`config.mk`:
```
export PLATFORM = sky130hd
export DESIGN_NAME = sreg_port
export DESIGN_NICKNAME = d
export VERILOG_FILES = /design/src/rtl/sreg_pkg.sv /design/src/rtl/sreg_sync.sv /design/src/rtl/sreg_frame.sv /design/src/rtl/sreg_bank.sv /design/src/rtl/sreg_port.sv
export SDC_FILE = /design/constraint.sdc
export NUM_CORES = 1
export LEC_CHECK = 0
export ABC_AREA = 1
export CAP_MARGIN = 40
export CORE_ASPECT_RATIO = 2
export CORE_UTILIZATION = 48
export CTS_BUF_LIST = sky130_fd_sc_hd__clkbuf_4
export DETAILED_ROUTE_END_ITERATION = 16
export PLACE_DENSITY_LB_ADDON = 0.3
export SLEW_MARGIN = 20
export SYNTH_ARGS = -nofsm -noshare
export SYNTH_HDL_FRONTEND = slang
export SYNTH_SLANG_ARGS = --single-unit
```
`constraint.sdc`:
```
create_clock -name clk -period 1.7 [get_ports clk]
set_input_delay 0.34 -clock clk [delete_from_list [all_inputs] [get_ports clk]]
set_output_delay 0.34 -clock clk [all_outputs]
set_load 0.01 [all_outputs]
```
`src/rtl/sreg_pkg.sv`:
```
package sreg_pkg;
   localparam int unsigned BYTE_W = 8;
   localparam int unsigned CNT_W  = $clog2(BYTE_W);

   typedef enum logic {PH_ADDR = 1'b0, PH_DATA = 1'b1} phase_e;

   typedef struct packed {
      logic              en;
      logic [BYTE_W-1:0] addr;
      logic [BYTE_W-1:0] data;
   } wr_req_t;
endpackage

```
`src/rtl/sreg_sync.sv`:
```
module sreg_sync #(
   parameter int unsigned     WIDTH   = 3,
   parameter int unsigned     STAGES  = 2,
   parameter logic [WIDTH-1:0] RST_VAL = '0
) (
   input  logic             clk,
   input  logic             rst_n,
   input  logic [WIDTH-1:0] d_i,
   output logic [WIDTH-1:0] q_o
);
   logic [STAGES-1:0][WIDTH-1:0] chain;

   always_ff @(posedge clk or negedge rst_n) begin
      if (!rst_n) chain <= {STAGES{RST_VAL}};
      else        chain <= {chain[STAGES-2:0], d_i};
   end

   assign q_o = chain[STAGES-1];
endmodule

```
`src/rtl/sreg_frame.sv`:
```
module sreg_frame
   import sreg_pkg::*;
#(
   parameter logic [BYTE_W-1:0] RDAT_ADDR = 8'h80,
   parameter bit                AUTO_INC  = 1'b1
) (
   input  logic              clk,
   input  logic              rst_n,
   input  logic              cs_n_s,
   input  logic              sclk_s,
   input  logic              sdi_s,
   input  logic [BYTE_W-1:0] rd_data_i,
   output wr_req_t           wr_o,
   output logic              sdo_o
);
   logic              sclk_q;
   logic              rise, fall;
   logic [CNT_W-1:0]  bit_cnt;
   logic [BYTE_W-2:0] sh;
   logic [BYTE_W-1:0] byte_w;
   logic [BYTE_W-1:0] addr_q, next_addr;
   logic [BYTE_W-1:0] osr;
   phase_e            ph;
   logic              rd_act;

   assign rise   = sclk_s & ~sclk_q;
   assign fall   = ~sclk_s & sclk_q;
   assign byte_w = {sh, sdi_s};

   if (AUTO_INC) begin : g_inc
      assign next_addr = addr_q + 8'd1;
   end else begin : g_hold
      assign next_addr = addr_q;
   end

   always_ff @(posedge clk or negedge rst_n) begin
      if (!rst_n) begin
         sclk_q  <= 1'b0;
         bit_cnt <= '0;
         sh      <= '0;
         addr_q  <= '0;
         osr     <= '0;
         ph      <= PH_ADDR;
         rd_act  <= 1'b0;
         sdo_o   <= 1'b0;
         wr_o    <= '0;
      end else begin
         sclk_q  <= sclk_s;
         wr_o.en <= 1'b0;
         if (cs_n_s) begin
            bit_cnt <= '0;
            ph      <= PH_ADDR;
            osr     <= '0;
            rd_act  <= 1'b0;
            sdo_o   <= 1'b0;
         end else begin
            if (rise) begin
               sh      <= byte_w[BYTE_W-2:0];
               bit_cnt <= bit_cnt + 1'b1;
               if (bit_cnt == CNT_W'(BYTE_W-1)) begin
                  if (ph == PH_ADDR) begin
                     addr_q <= byte_w;
                     ph     <= PH_DATA;
                     if (byte_w == RDAT_ADDR) begin
                        osr    <= rd_data_i;
                        rd_act <= 1'b1;
                     end
                  end else begin
                     wr_o.en   <= 1'b1;
                     wr_o.addr <= addr_q;
                     wr_o.data <= byte_w;
                     addr_q    <= next_addr;
                  end
               end
            end
            if (fall) begin
               sdo_o <= osr[BYTE_W-1];
               osr   <= {osr[BYTE_W-2:0], 1'b0};
            end
         end
      end
   end
endmodule

```
`src/rtl/sreg_bank.sv`:
```
module sreg_bank
   import sreg_pkg::*;
#(
   parameter int unsigned       NUM_REGS  = 8,
   parameter logic [BYTE_W-1:0] BASE_ADDR = 8'h10,
   parameter logic [BYTE_W-1:0] PTR_ADDR  = 8'h70
) (
   input  logic                       clk,
   input  logic                       rst_n,
   input  wr_req_t                    wr_i,
   output logic [NUM_REGS*BYTE_W-1:0] cfg_o,
   output logic [BYTE_W-1:0]          rd_data_o
);
   logic [NUM_REGS-1:0] reg_we;
   logic [BYTE_W-1:0]   ptr_q;

   for (genvar g = 0; g < NUM_REGS; g++) begin : g_reg
      localparam logic [BYTE_W-1:0] ADDR = BASE_ADDR + BYTE_W'(g);
      logic [BYTE_W-1:0] q;
      assign reg_we[g] = wr_i.en && (wr_i.addr == ADDR);
      always_ff @(posedge clk or negedge rst_n) begin
         if (!rst_n)         q <= '0;
         else if (reg_we[g]) q <= wr_i.data;
      end
      assign cfg_o[g*BYTE_W +: BYTE_W] = q;
   end

   always_ff @(posedge clk or negedge rst_n) begin
      if (!rst_n)                                   ptr_q <= '0;
      else if (wr_i.en && (wr_i.addr == PTR_ADDR))  ptr_q <= wr_i.data;
   end

   always_comb begin
      rd_data_o = '0;
      if (ptr_q == PTR_ADDR) rd_data_o = ptr_q;
      for (int i = 0; i < NUM_REGS; i++) begin
         if (ptr_q == BASE_ADDR + BYTE_W'(i)) rd_data_o = cfg_o[i*BYTE_W +: BYTE_W];
      end
   end
endmodule

```
`src/rtl/sreg_port.sv`:
```
module sreg_port
   import sreg_pkg::*;
#(
   parameter int unsigned       NUM_REGS     = 8,
   parameter logic [BYTE_W-1:0] BASE_ADDR    = 8'h10,
   parameter logic [BYTE_W-1:0] PTR_ADDR     = 8'h70,
   parameter logic [BYTE_W-1:0] RDAT_ADDR    = 8'h80,
   parameter int unsigned       LANE_REG_OFS = 2,
   parameter int unsigned       SYNC_STAGES  = 2,
   parameter bit                AUTO_INC     = 1'b1
) (
   input  logic                       clk,
   input  logic                       rst_n,
   input  logic                       spi_cs_n,
   input  logic                       spi_sclk,
   input  logic                       spi_sdi,
   output logic                       spi_sdo,
   output logic [NUM_REGS*BYTE_W-1:0] cfg_o,
   output logic                       lane_swap_o
);
   localparam int unsigned TOP_ADDR = int'(BASE_ADDR) + NUM_REGS;

   if (SYNC_STAGES < 2) begin : g_bad_sync
      $error("SYNC_STAGES must be two or more");
   end
   if (NUM_REGS < 1 || TOP_ADDR > 256) begin : g_bad_bank
      $error("register bank does not fit the address space");
   end
   if (LANE_REG_OFS >= NUM_REGS) begin : g_bad_lane
      $error("lane register lies outside the bank");
   end
   if ((PTR_ADDR >= BASE_ADDR && int'(PTR_ADDR) < TOP_ADDR) ||
       (RDAT_ADDR >= BASE_ADDR && int'(RDAT_ADDR) < TOP_ADDR) ||
       PTR_ADDR == RDAT_ADDR) begin : g_bad_map
      $error("pointer or read window overlaps another address");
   end

   logic [2:0]        sync_q;
   wr_req_t           wr_req;
   logic [BYTE_W-1:0] rd_data;

   sreg_sync #(.WIDTH(3), .STAGES(SYNC_STAGES), .RST_VAL(3'b100)) u_sync (
      .clk   (clk),
      .rst_n (rst_n),
      .d_i   ({spi_cs_n, spi_sclk, spi_sdi}),
      .q_o   (sync_q)
   );

   sreg_frame #(.RDAT_ADDR(RDAT_ADDR), .AUTO_INC(AUTO_INC)) u_frm (
      .clk       (clk),
      .rst_n     (rst_n),
      .cs_n_s    (sync_q[2]),
      .sclk_s    (sync_q[1]),
      .sdi_s     (sync_q[0]),
      .rd_data_i (rd_data),
      .wr_o      (wr_req),
      .sdo_o     (spi_sdo)
   );

   sreg_bank #(.NUM_REGS(NUM_REGS), .BASE_ADDR(BASE_ADDR), .PTR_ADDR(PTR_ADDR)) u_bank (
      .clk       (clk),
      .rst_n     (rst_n),
      .wr_i      (wr_req),
      .cfg_o     (cfg_o),
      .rd_data_o (rd_data)
   );

   assign lane_swap_o = cfg_o[LANE_REG_OFS*BYTE_W];
endmodule

```
# Word-level counts from Yosys, hierarchy flattened
# Cells that the tools add are included.
[op_classes]
n_mux = 27
order_cmp = 0
addsub = 2
bitwise_logic = 5
n_shift = 0
n_div = 0
eq_ne = 21
n_mul = 0
reduce_logical = 20
[op_table]
columns = ["operator", "count"]
rows = [
  ["8-bit by 5-bit equality test with 1-bit output (second input constant)", 16],
  ["8-bit two-way mux", 16],
  ["17-bit two-way mux", 4],
  ["8-bit by 7-bit equality test with 1-bit output (second input constant)", 2],
  ["1-bit logical AND", 9],
  ["3-bit nonzero test", 3],
  ["8-bit by 1-bit adder with 8-bit output (second input constant)", 1],
  ["8-bit equality test (second input constant)", 1],
  ["4-bit AND reduction", 2],
  ["3-bit two-way mux", 2],
  ["2-bit nonzero test", 3],
  ["1-bit two-way mux", 5],
  ["2-bit AND reduction", 2],
  ["3-bit by 1-bit adder with 3-bit output (second input constant)", 1],
  ["3-bit equality test (second input constant)", 1],
  ["3-bit by 2-bit inequality test with 1-bit output (second input constant)", 1],
  ["1-bit inverter", 3],
  ["3-bit AND reduction", 1],
  ["1-bit bitwise AND", 2],
]
[totals]
register_bits = 124
mem_count = 0
out_inout_bits = 66
ram_bits = 0
elab_cells = 96
latch_bits = 0
mem_bits_ro = 0
inputBits = 5

# Depth between registers and ports, before layout
[logic_depth]
word_depth = 16
mapped_depth = 14
mapped_depth_nobuf = 13

# Modules after synthesis
# From an unflattened synthesis, not the netlist that was laid out.
[hier_totals]
hier_cells = 664
area_unflattened_um2 = 5685.5
[modules_own_cells]
columns = ["mod", "area_per_inst_um2", "cells_each", "instances", "seq_area_each_um2"]
rows = [
  ["sreg_bank", 3268.1, 401, 1, 1801.7],
  ["sreg_frame", 2234.6, 253, 1, 1151.1],
  ["sreg_sync", 175.2, 9, 1, 152.6],
  ["sreg_port", 7.5, 1, 1, 0.0],
]

# Least setup slack after synthesis
# OpenSTA, ideal clock, no wires.
[synth_path]
path_type = "register -> register"
start = "register u_bank.ptr_q[7]"
end = "register u_frm.osr[5]"
path_stages_with_launch = 12
path_buffers = 0
setup_slack_ns = 0.153
arrival_time_ns = 1.431
period_less_slack_ns = 1.547
required_ns = 1.584
setup_time_ns = 0.116
cell_sequence = "dfrtp_1 -> inv_1 -> nand2_1 -> nor2_4 -> nand3_2 -> or2_2 -> nand2_1 -> nand4_1 -> nor2_1 -> nand2_1 -> nand2_1 -> nand2_1"
[synth_between]
elab_chain_cells = 16
elab_cells_between_ends = 24
classes_between = "eq/ne (9); mux (15)"
[synth_rtl]
columns = ["element", "line", "source"]
rows = [
  ["start, declared", "sreg_bank.sv:15", "logic [BYTE_W-1:0] ptr_q;"],
  ["start signal, assigned", "sreg_bank.sv:30", "else if (wr_i.en && (wr_i.addr == PTR_ADDR)) ptr_q <= wr_i.data;"],
  ["8-bit by 7-bit equality test with 1-bit output", "sreg_bank.sv:35", "if (ptr_q == PTR_ADDR) rd_data_o = ptr_q;"],
  ["8-bit two-way mux", "sreg_bank.sv:35", ""],
  ["8-bit two-way mux (7 in a row)", "sreg_bank.sv:37", "if (ptr_q == BASE_ADDR + BYTE_W'(i)) rd_data_o = cfg_o[i*BYTE_W +: BYTE_W];"],
  ["8-bit two-way mux (*)", "sreg_bank.sv:37", ""],
  ["8-bit two-way mux (*)", "sreg_frame.sv:64", "if (byte_w == RDAT_ADDR) begin"],
  ["8-bit two-way mux (*)", "sreg_frame.sv:61", "if (ph == PH_ADDR) begin"],
  ["8-bit two-way mux (*)", "sreg_frame.sv:60", "if (bit_cnt == CNT_W'(BYTE_W-1)) begin"],
  ["8-bit two-way mux (*)", "sreg_frame.sv:57", "if (rise) begin"],
  ["8-bit two-way mux (*)", "sreg_frame.sv:76", "if (fall) begin"],
  ["8-bit two-way mux (*)", "sreg_frame.sv:50", "if (cs_n_s) begin"],
  ["end signal, assigned", "sreg_frame.sv:65", "osr <= rd_data_i;"],
  ["end signal, assigned", "sreg_frame.sv:78", "osr <= {osr[BYTE_W-2:0], 1'b0};"],
  ["end, declared", "sreg_frame.sv:22", "logic [BYTE_W-1:0] osr;"],
]
# Mark *: on every way between the ends. The rest lies on a longest branch, timed or not. The select of a mux whose other input is x is not followed.
# A chain may end at the register's enable or synchronous reset.

# Worst setup path after layout
[layout_path]
start = "register u_bank.ptr_q[2]"
end = "register u_frm.osr[2]"
# The elaborated chain is that of the path after synthesis.

==> out/summary.txt <==
Total CTS buffers -> 17
Failing checks -> setup timing
CTS Sinks -> 124
DRC -> 0
Most area-hungry cell type in the Yosys netlist -> dfrtp_1
Initial antenna violation count -> 1
Power per cell area -> 715 mW/mm^2
Worst Setup Start Kind -> flop
Multi-input logic area -> 0.00228 mm^2
Final Hold Viols -> 0
Critical path arrival -> 2.21 ns
H-tree Lvls -> 4
Place WS -> -0.137 ns
Setup ws final -> -0.0407 ns
Post-Synth Simple-Gate Area -> 0.251
Hold_ws -> 0.214 ns
Worst Skew -> 0.0168 ns
Clock root buffer -> clkbuf_4
Detailed Routing Iterations Pass 1 -> 8
Initial Util -> 0.499
Final setup viols -> 2
Area growth, synth to finish -> 33.8%
Antenna Nets Post-Route -> 0
Peak supply drop -> 0.597 mV
Vias -> 5128
Final #Nets -> 816
Data required time of the worst path -> 2.17 ns
CTS clk-pin slew, worst paths -> 0.10 ns
Via-to-Cell Ratio -> 5.33
Routed WL -> 16.7 mm
Xor/xnor cell area share of the yosys netlist -> 0.00638
Crit-path max FO -> 3
Outcome -> complete, but fails checks
I/O pin cnt -> 71
Min-Delay Path Class -> in -> reg
Largest net degree at the start of global routing -> 36
Fin util -> 0.667
Top cells by area, synth -> dfrtp_1, nand2_1, o21ai_0, inv_1, nor2_1
Flops & latches, synth -> 124
Synth Flop Type -> dfrtp_1
YS warnings -> 0
Slowest CP cell -> dfrtp_1
Clock Path Buffers -> 2
Slew HR -> 0.647
Hold_sp -> spi_cs_n
Max Cap Viol -> 0
Worst Max-Slew Pin Slew -> 0.528 ns
Total gr overflow -> 0
Worst-Skew Late Latency -> 0.53 ns
Count of cell types in the netlist -> 34
LEAKAGE -> 0.00380 uW
Routability Congestion -> 0.995
Post-synthesis sequential area ratio -> 0.566
Die area -> 0.0119 mm^2
Port buffer count -> 70
CP max stage delay -> 0.42 ns
Final period util -> 1.02
Reg2reg start -> u_bank.ptr_q[2]
Number of flops mapped to enable cells by yosys -> 0
Hold Path Depth -> 1
Synth Area in Compound Gates -> 0.106
Crit path kind -> reg -> reg
Mean post-synth cell area -> 8.41 um^2
Total Routing Usage GR -> 0.295
Maximum clock rate -> 574 MHz
Synthesized instance count -> 653
Post-synthesis mux area share -> 0.00615
FFs w/ async S/R, synth -> 1.00
DR WL/cell -> 17.4 um
RSZ-0062 raised after global routing -> true
Register area -> 0.00311 mm^2
TritonCTS clock tree -> yes
Slew Limit Fails -> 0
Fraction of layout cells with a size suffix above 1 -> 0.218
Post-Synth Adder-Cell Area -> 0.00684
Drt initial violations -> 449
FF-to-FF setup slack -> -0.04 ns
Row cnt -> 54
Pwr Total -> 5250 uW
Worst r2r dst -> u_frm.osr[2]
Core area -> 0.0110 mm^2
Worst setup EP type -> flop
Setup tns final -> -0.0571 ns
Fill count -> 891
Syn Std Cell Area -> 0.00549 mm^2
Top-area cell type share of the netlist area -> 0.556
Critical Path Start -> u_bank.ptr_q[2]
Largest family of logic cells by synthesized area -> simple AND/OR/NAND/NOR gates
Die Span Y -> 153 um
Die Span X -> 77.6 um
First-pass GRT wire length -> 25.8 mm
Vias in the first global route -> 4990
Most common cell in the synthesized netlist -> nand2_1
Worst reg-to-reg path cell count -> 11
Minimum clock period after layout -> 1.74 ns
Post-DP HPWL -> 11.8 mm
Commonest cells in the synthesized netlist -> nand2_1, dfrtp_1, o21ai_0
Mapped Nets -> 661
Worst-path cell chain -> buf_6, nor2_4, nand3_2, nor2_4, buf_6, nand2_1, nand4_1, nor2_1, nand3_1, o21ai_1, nand2_1
Worst Hold End -> u_sync.chain[2]
[cells by family after synthesis]
family / after synthesis
AO/OA/AOI/OAI: 111
XOR/XNOR: 4
adder cells (fa/ha/maj): 3
buffers and inverters: 76
flip-flops: 124
multiplexers: 3
AND/OR/NAND/NOR: 332
[flip-flops by register name, summed over array words and instances (netlist names)]
name,cells
u_frm.bit_cnt,3
u_frm.wr_o,17
u_sync.q_o,3
u_frm.sh,7
u_frm.addr_q,8
u_frm.sdo_o,1
u_bank.ptr_q,8
u_sync.chain,3
u_bank.g.q,64
u_frm.ph,1
u_frm.sclk_q,1
u_frm.osr,8
[cell type report]
cell class	instances	share of cell area
Clock buffer	17	0.0174
Clock inverter	15	0.0169
Tap cell	140	0.0238
Antenna cell	1	0.000341
Multi-Input combinational cell	453	0.310
Inverter	60	0.0317
Timing Repair Buffer	152	0.176
Sequential cell	124	0.423
[placed cells by master, fill, tap and decap left out, drive strengths merged, types with 4 or more instances in the layout]
cell         instances
inv                 62
buf                 82
o21ai               96
dlygate4sd2         66
clkbuf              17
clkinvlp             5
clkinv               7
nor2                59
nand3               33
nand4                8
nand2              219
nor4                 5
or2                  4
dfrtp              122
a21oi                6
[metal layers]
layer,share of wire,global-route usage,wire length [um],up-vias
met1,0.35,0.301,5780,2454
met4,0.053,0.180,893,0
met5,0,0,0,-
li1,-,-,-,2420
met3,0.045,0.0615,759,58
met2,0.56,0.537,9310,196
[how the worst max path moves through the flow]
stage              endpoint  slack, ns
5_1_grt        u_frm.osr[4]      -0.16
2_1_floorplan  u_frm.osr[5]       0.15
4_1_cts        u_frm.osr[2]      -0.04
6_report       u_frm.osr[2]      -0.04
3_3_place_gp   u_frm.osr[2]      -0.09
3_5_place_dp   u_frm.osr[2]      -0.14
[per-stage QoR]
stage	cell area (um^2)	cells
final	7350	962
after global routing	7350	962
after global placement	6610	887
after floorplan	5490	653
after CTS	7130	958
after detailed placement	6610	887
[critical path, delay by kind of cell (launching register included)]
family	cells	cell delay (ns)
and+or+nand+nor	8	0.94
AOI/OAI and AO/OA	1	0.08
buffers and inverters	2	0.25
DFF	1	0.42
[report_power, final]
part           internal (uW)  total (uW)  switching (uW)
clock                    716        1870            1160
combinational            113         295             182
sequential              3020        3090            64.5
[timing repair]
item                                    CTS  global route
resized for setup                        83            59
hold buffers                              1             0
endpoints found under the setup margin   74            20
setup buffers                            39             5
pin swaps                                 4            23
endpoints found under the hold margin    30             0
No activity file was read; power rests on OpenSTA's default activity.
